### src/rtl/rtm_pkg.sv
package rtm_pkg;
   // Word index inside the 16-byte window (paddr[3:2]).
   localparam logic [1:0] IDX_MODE   = 2'd0;
   localparam logic [1:0] IDX_COUNT  = 2'd1;
   localparam logic [1:0] IDX_RELOAD = 2'd2;
   localparam logic [1:0] IDX_FLAG   = 2'd3;

   localparam int MODE_W = 4;

   // Field order matches the bit positions software uses.
   typedef struct packed {
      logic irq_en;   // bit 3
      logic pin_clk;  // bit 2: pin edges are the tick
      logic pin_gate; // bit 1: pin level gates the tick
      logic run;      // bit 0
   } mode_t;
endpackage

### src/rtl/rtm_ext_sync.sv
module rtm_ext_sync #(
   parameter int STAGES = 2
) (
   input  logic clk,
   input  logic rst_n,
   input  logic pin,
   output logic level,
   output logic rise
);
   logic [STAGES-1:0] chain;
   logic              last;

   initial begin
      assert (STAGES >= 2) else $error("rtm_ext_sync: STAGES must be at least 2");
   end

   always_ff @(posedge clk or negedge rst_n) begin
      if (!rst_n) begin
         chain <= '0;
         last  <= 1'b0;
      end else begin
         chain <= {chain[STAGES-2:0], pin};
         last  <= chain[STAGES-1];
      end
   end

   assign level = chain[STAGES-1];
   assign rise  = chain[STAGES-1] & ~last;
endmodule

### src/rtl/rtm_down_counter.sv
module rtm_down_counter #(
   parameter int W = 32
) (
   input  logic         clk,
   input  logic         rst_n,
   input  logic         load,
   input  logic [W-1:0] load_val,
   input  logic         tick,
   input  logic [W-1:0] reload_val,
   output logic [W-1:0] count,
   output logic         zero_evt
);
   logic at_zero;
   assign at_zero  = (count == '0);
   assign zero_evt = tick & ~load & at_zero;

   always_ff @(posedge clk or negedge rst_n) begin
      if (!rst_n)       count <= '0;
      else if (load)    count <= load_val;
      else if (tick)    count <= at_zero ? reload_val : count - 1'b1;
   end

   assert_decr_R3: assert property (@(posedge clk) disable iff (!rst_n)
      (tick && !load && count != '0) |=> count == $past(count) - 1'b1);
   assert_reload_R4: assert property (@(posedge clk) disable iff (!rst_n)
      (tick && !load && count == '0) |=> count == $past(reload_val));
   assert_hold_R5: assert property (@(posedge clk) disable iff (!rst_n)
      (!tick && !load) |=> $stable(count));
   assert_load_R12: assert property (@(posedge clk) disable iff (!rst_n)
      load |=> count == $past(load_val));
endmodule

### src/rtl/rtm_irq_flag.sv
module rtm_irq_flag (
   input  logic clk,
   input  logic rst_n,
   input  logic set,
   input  logic clr,
   output logic pending
);
   always_ff @(posedge clk or negedge rst_n) begin
      if (!rst_n)   pending <= 1'b0;
      else if (set) pending <= 1'b1;
      else if (clr) pending <= 1'b0;
   end

   assert_set_wins_R10: assert property (@(posedge clk) disable iff (!rst_n)
      set |=> pending);
   assert_clear_R8: assert property (@(posedge clk) disable iff (!rst_n)
      (clr && !set) |=> !pending);
endmodule

### src/rtl/apb_reload_timer.sv
module apb_reload_timer
   import rtm_pkg::*;
#(
   parameter int DATA_W = 32,
   parameter int ADDR_W = 12,
   parameter int SYNC_STAGES = 2
) (
   input  logic              pclk,
   input  logic              presetn,
   input  logic              psel,
   input  logic              penable,
   input  logic              pwrite,
   input  logic [ADDR_W-1:0] paddr,
   input  logic [DATA_W-1:0] pwdata,
   output logic [DATA_W-1:0] prdata,
   input  logic              ext_in,
   output logic              irq
);
   localparam int PAD_W = DATA_W - MODE_W;

   initial begin
      assert (DATA_W > MODE_W) else $error("apb_reload_timer: DATA_W too small");
      assert (ADDR_W >= 4)     else $error("apb_reload_timer: ADDR_W too small");
   end

   mode_t             mode_q;
   logic [DATA_W-1:0] reload_q;
   logic [DATA_W-1:0] count;
   logic              zero_evt, pending, tick;
   logic              pin_lvl, pin_rise;
   logic              in_window, wr_acc;
   logic [1:0]        idx;

   assign in_window = (paddr[1:0] == 2'b00) && (paddr[ADDR_W-1:4] == '0);
   assign idx       = paddr[3:2];
   assign wr_acc    = psel & penable & pwrite & in_window;

   always_ff @(posedge pclk or negedge presetn) begin
      if (!presetn) begin
         mode_q   <= '0;
         reload_q <= '0;
      end else if (wr_acc) begin
         if (idx == IDX_MODE)   mode_q   <= mode_t'(pwdata[MODE_W-1:0]);
         if (idx == IDX_RELOAD) reload_q <= pwdata;
      end
   end

   rtm_ext_sync #(.STAGES(SYNC_STAGES)) u_sync (
      .clk(pclk), .rst_n(presetn), .pin(ext_in), .level(pin_lvl), .rise(pin_rise)
   );

   always_comb begin
      if (!mode_q.run)        tick = 1'b0;
      else if (mode_q.pin_clk) tick = pin_rise;
      else if (mode_q.pin_gate) tick = pin_lvl;
      else                    tick = 1'b1;
   end

   rtm_down_counter #(.W(DATA_W)) u_cnt (
      .clk(pclk), .rst_n(presetn),
      .load(wr_acc && idx == IDX_COUNT), .load_val(pwdata),
      .tick(tick), .reload_val(reload_q),
      .count(count), .zero_evt(zero_evt)
   );

   rtm_irq_flag u_flag (
      .clk(pclk), .rst_n(presetn),
      .set(zero_evt), .clr(wr_acc && idx == IDX_FLAG && pwdata[0]),
      .pending(pending)
   );

   assign irq = pending & mode_q.irq_en;

   always_comb begin
      prdata = '0;
      if (in_window) begin
         case (idx)
            IDX_MODE:   prdata = {{PAD_W{1'b0}}, mode_q};
            IDX_COUNT:  prdata = count;
            IDX_RELOAD: prdata = reload_q;
            default:    prdata = {{(DATA_W-1){1'b0}}, pending};
         endcase
      end
   end

   assert_irq_needs_flag_R9: assert property (@(posedge pclk) disable iff (!presetn)
      $rose(irq) |-> ($past(zero_evt) || $past(wr_acc && idx == IDX_MODE)));
endmodule

### config.mk
export PLATFORM = sky130hd
export DESIGN_NAME = apb_reload_timer
export DESIGN_NICKNAME = d
export VERILOG_FILES = /design/src/rtl/rtm_pkg.sv /design/src/rtl/rtm_ext_sync.sv /design/src/rtl/rtm_down_counter.sv /design/src/rtl/rtm_irq_flag.sv /design/src/rtl/apb_reload_timer.sv
export SDC_FILE = /design/constraint.sdc
export NUM_CORES = 1
export LEC_CHECK = 0
export BUFFER_PORTS_ARGS = -buffer_cell sky130_fd_sc_hd__buf_2
export CORE_ASPECT_RATIO = 0.75
export CORE_MARGIN = 2
export CORE_UTILIZATION = 55
export CTS_CLUSTER_SIZE = 8
export DETAILED_ROUTE_END_ITERATION = 12
export PLACE_DENSITY = 0.75
export SYNTH_ARGS = -nofsm -noshare
export SYNTH_HDL_FRONTEND = slang
export SYNTH_HIERARCHICAL = 1
export SYNTH_SLANG_ARGS = --single-unit
### constraint.sdc
create_clock -name pclk -period 2.7 [get_ports pclk]
set_clock_uncertainty 0.15 [all_clocks]
set_input_delay 0.135 -clock pclk [delete_from_list [all_inputs] [get_ports pclk]]
set_output_delay 0.135 -clock pclk [all_outputs]
set_load 0.02 [all_outputs]
After elaboration in Yosys (flattened, before gate mapping):

Index checks and enable logic that the tools add are counted.

* register bits after elaboration: 72
* bits of input ports: 50
* output and inout port bits: 33
* word-level logic and storage cells: 44

* $add $sub $neg: 1
* eq/ne operators: 3
* multiplexer cells: 10
* bitwise operators: 9
* reductions and logical operators: 12

Operator list (count)
* $mux W32: 4
* $pmux W32 S3: 1
* $logic_not A32 Y1: 1
* $sub A32 B1 Y32 const B: 1
* $logic_not A8 Y1: 1
* $and A1 B1 Y1: 7
* $mux W1: 5
* $eq A2 B2 Y1 const B: 2
* $logic_and A1 B1 Y1: 4
* $logic_not A2 Y1: 2
* $reduce_and A2 Y1: 2
* $reduce_bool A2 Y1: 2
* $eq A2 B1 Y1 const B: 1
* $not A1 Y1: 2

Depth between registers and ports, before layout:

* depth in word-level cells: 8
* mapped depth: 9
* mapped depth without buffers: 7

Hierarchy:

Netlist, hierarchy kept.

By module, submodules not included
* rtm_down_counter: instances 1, cells each 308, area each 2512.4 sq um, seq. area each 800.8 sq um
* apb_reload_timer: instances 1, cells each 176, area each 2024.4 sq um, seq. area each 900.9 sq um
* rtm_ext_sync: instances 1, cells each 4, area each 88.8 sq um, seq. area each 75.1 sq um
* rtm_irq_flag: instances 1, cells each 3, area each 36.3 sq um, seq. area each 25.0 sq um

Worst setup path before layout:

Ideal clock, no wire load.

* path type: input port to flip-flop
* start point: in paddr[1]
* end point: reg u_cnt.count[13]
* library setup time: 132 ps
* arrival time: 2216 ps
* data required time: 2418 ps
* setup slack: 202 ps
* cell stages on the path: 8
* path buffers: 2
* cells stage by stage: or4_4 > or3_1 > nor4_1 > clkbuf_1 > buf_1 > nor3b_1 > a21oi_1 > o211ai_1

* word-level cells in the longest chain between the ends: 5
* elaborated cells on any way between the ends: 6
* those cells by class: 1 x mux; 1 x bitwise; 4 x reduce/logical

Ends and longest elaborated chain
* start, declared: line apb_reload_timer.sv:13 `input logic [ADDR_W-1:0] paddr,`
* $logic_not A2 Y1 *: line apb_reload_timer.sv:34 `assign in_window = (paddr[1:0] == 2'b00) && (paddr[ADDR_W-1:4] == '0);`
* $logic_and A1 B1 Y1 *: line apb_reload_timer.sv:34
* $and A1 B1 Y1 *: line apb_reload_timer.sv:36 `assign wr_acc = psel & penable & pwrite & in_window;`
* $logic_and A1 B1 Y1 *: line apb_reload_timer.sv:61 `.load(wr_acc && idx == IDX_COUNT), .load_val(pwdata),`
* $mux W32 or $reduce_bool A2 Y1 (tied branches)
* end signal, assigned: line rtm_down_counter.sv:19 `else if (load) count <= load_val;`
* end signal, assigned: line rtm_down_counter.sv:20 `else if (tick) count <= at_zero ? reload_val : count - 1'b1;`
* end, declared: line rtm_down_counter.sv:10 `output logic [W-1:0] count,`

Every way passes the cells marked *; elsewhere a longest branch is shown, timed or not.
A chain may end at the register's enable or synchronous reset.

Worst setup path after layout:

* start point: reg u_cnt.count[2]
* end point: reg u_cnt.count[11]

* word-level cells in the longest chain between the ends: 4
* elaborated cells on any way between the ends: 5
* those cells by class: 1 x add/sub; 3 x mux; 1 x reduce/logical

Ends and longest elaborated chain (line)
* $sub A32 B1 Y32 or $logic_not A32 Y1 (tied branches): rtm_down_counter.sv:20, rtm_down_counter.sv:14
* $mux W32 * (2 in a row): rtm_down_counter.sv:20
* $mux W32 *: rtm_down_counter.sv:19

Every way passes the cells marked *; elsewhere a longest branch is shown, timed or not. The select of a mux whose other input is x is not followed.

==> results.sh <==
export IMPL_grt_max_degree=65
export IMPL_synth_cell_types=59
export IMPL_synth_largest_area_cell="dfrtp_1"
export IMPL_stdcell_area_sq_um=5868
export IMPL_gr_total_overflow=0
export IMPL_rsz0062_at_grt="no"
export IMPL_slew_violations=0
export IMPL_ys_seq_area_share_pct=38.65
export IMPL_synth_area_sq_um=4662
export IMPL_io_pins=83
export IMPL_ctsHtreeMaxLevel=3
export IMPL_p_total_mw=2.646
export IMPL_grt_pass1_wl_um=21820
export IMPL_synth_top_area_share_pct=38.65
export IMPL_die_y_um=83.73
export IMPL_final_common_cell="buf_2"
export IMPL_timing_rr_start="u_cnt/count[2]"
export IMPL_min_from="paddr[8]"
export IMPL_hold_viol=0
export IMPL_ys_async_sr_fraction_pct=100.0
export IMPL_antenna_found_initial=0
export IMPL_period_share_pct=92.55
export IMPL_portBuffers=82
export IMPL_grt_pass1_vias=4256
export IMPL_post_route_util_pct=70.31
export IMPL_cp_end_kind="register"
export IMPL_final_cell_mix="buf_2, dfrtp_1, nor2_1"
export IMPL_ir_drop_mv=0.2981
export IMPL_cts_sinks=72
export IMPL_path_common_cell="or4_1"
export IMPL_floorplan_rows=29
export IMPL_power_density_nw_per_um2=450.9
export IMPL_wl_per_cell_um=18.98
export IMPL_path_buf_inv=0
export IMPL_drtIter0Drc=441
export IMPL_finalCriticalPeriod_ps=2499
export IMPL_grt_usage_pct=30.09
export IMPL_leakagePower_nw=2.637
export IMPL_ys_warn_count=6
export IMPL_clk_latency_ps=330
export IMPL_avgSynthCellArea_sq_um=9.495
export IMPL_place_area_sq_um=5180
export IMPL_ys_flop_type="dfrtp_1"
export IMPL_start_util_pct=55.86
export IMPL_synth_nets=543
export IMPL_startpoint="u_cnt/count[2]"
export IMPL_crit_family="simple AND/OR/NAND/NOR gates"
export IMPL_clock_fmax_ghz=0.4002
export IMPL_syn_to_final_growth_pct=25.87
export IMPL_slew_headroom_pct=43.35
export IMPL_setup_tns_ps=0
export IMPL_clk_pin_slew_ps=60
export IMPL_via_count=4481
export IMPL_core_sq_um=8346
export IMPL_ys_ff_latch=72
export IMPL_worstMarginPinSlew_ps=849.7
export IMPL_fin_nets=647
export IMPL_synth_area_leaders="dfrtp_1, mux2_2, a22oi_1"
export IMPL_worst_path_max_fanout=11
export IMPL_status="completed"
export IMPL_required_ps=2760
export IMPL_cts_buffers=9
export IMPL_crit_type="reg -> reg"
export IMPL_synth_edf_count=0
export IMPL_post_cts_setup_buffers=0
export IMPL_crit_slowest_cell="or4_1"
export IMPL_first_pass_iters=5
export IMPL_max_stage_delay_ps=770
export IMPL_cap_viol_max_count=0
export IMPL_drc=0
export IMPL_hpwl_um=8597
export IMPL_die_x_um=110.3
export IMPL_dieArea_sq_um=9236
export IMPL_routed_via_density=6.329
export IMPL_cts_root_buffer="clkbuf_16"
export IMPL_arrival_ps=2560
export IMPL_drive_above_1_share_pct=29.17
export IMPL_cp_start_kind="register"
export IMPL_ant_nets=0
export IMPL_cts_tree="yes"
export IMPL_place_congestion=0.8500
export IMPL_routed_wl_um=13440
export IMPL_r2r_setup_slack_ps=200
export IMPL_crit_chain="or4_1, or4_1, o21ai_0, and3_1, o21ai_1"
export IMPL_hold_path_class="in -> reg"
export IMPL_cts_buffer_depth=2
export IMPL_finalSetupViolCount=0
export IMPL_syn_inst=491
export IMPL_n_antenna_cell=0
==> cell usage after synthesis, types with 2 or more instances <==
cell type,instances
dfrtp_1,72
nor2_1,46
a21oi_1,36
o21ai_0,32
a22oi_1,28
nor3b_1,27
mux2_2,26
clkbuf_1,23
nor3_1,16
nand2_1,12
nor4_1,12
mux2_4,10
buf_2,9
o21ai_1,9
or4_1,9
xnor2_1,9
buf_6,8
or3_1,8
inv_1,7
mux2i_1,7
nand3_1,6
o31a_1,6
xor2_1,6
nand4_1,5
nor2b_1,4
o211ai_1,4
o221ai_1,4
o22ai_1,4
buf_1,3
nor4_4,3
o41ai_1,3
or2_2,3
a21oi_2,2
ha_1,2
nand4_2,2
o22a_1,2
o311a_1,2
or3b_2,2
or4_4,2
==> worst min-delay path, cell delays in order <==
cell	delay (ps)
buf_2	70
or4_4	150
nor4_1	70
inv_1	40
a21o_1	100
==> final cells by class <==
class	instances	area (sq um)
clock buffers	10	229.0
clock inverters	6	116.4
fillers	665	2477
inverters	7	26.28
multi-input cells	369	2621
flip-flops and latches	72	1802
well taps	108	135.1
repair buffers	136	938.4
==> routing by layer <==
metal | vias up | GRT usage [%] | share of wire [%]
met1 | 2203 | 43.37 | 45
met3 | 23 | 5.464 | 7.1
met2 | 200 | 46.40 | 47
met4 | 0 | 8.523 | 1.5
met5 | - | 0 | 0
li1 | 2055 | - | -
==> logic make-up after synthesis <==
| logic type | synth area share [%] |
|---|---|
| compound gates | 19.43 |
| buf+inv | 5.556 |
| fa+ha+maj | 0.5367 |
| xor+xnor | 2.818 |
| flops | 38.65 |
| simple gates | 21.52 |
| mux | 11.49 |
==> path summary, 6_finish.rpt <==
path | endpoint | depth (start not counted)
max | u_cnt/count[11] | 5
min | u_flag/pending | 5
max reg2reg | u_cnt/count[11] | 5
min reg2reg | u_sync/chain[1] | 0
max in group asynchronous | reload_q[23] | 3
min in group asynchronous | reload_q[6] | 2
==> report_power, final <==
| part | total, mW | internal (mW) | switching [mW] |
|---|---|---|---|
| logic | 0.164 | 0.0783 | 0.0860 |
| registers | 1.09 | 1.08 | 0.00617 |
| clock network | 1.39 | 0.910 | 0.482 |
| total | 2.65 | 2.07 | 0.574 |
==> timing repair <==
action / 4_1_cts / 5_1_grt
resized for setup: 0 / 1
setup endpoints to repair: 0 / 12
endpoints found under the hold margin: 104 / 0
hold buffers: 34 / 0
==> state kept, by name, indices dropped and copies added, names as in the netlist <==
name	count
u_sync/chain	2
reload_q	32
u_cnt/count	32
mode_q	4
u_flag/pending	1
u_sync/last	1
==> stage by stage <==
step / hold WS, ps / setup WS (ps) / instances
global placement: 95.30 / 205.4 / 658
detailed placement: 99.47 / 112.3 / 658
CTS: 124.5 / 87.89 / 708
floorplan: -310.6 / 202.0 / 491
finish: 128.7 / 201.1 / 708
global route: 155.8 / 64.89 / 708
Note: power is estimated with default switching activity, not from simulation.
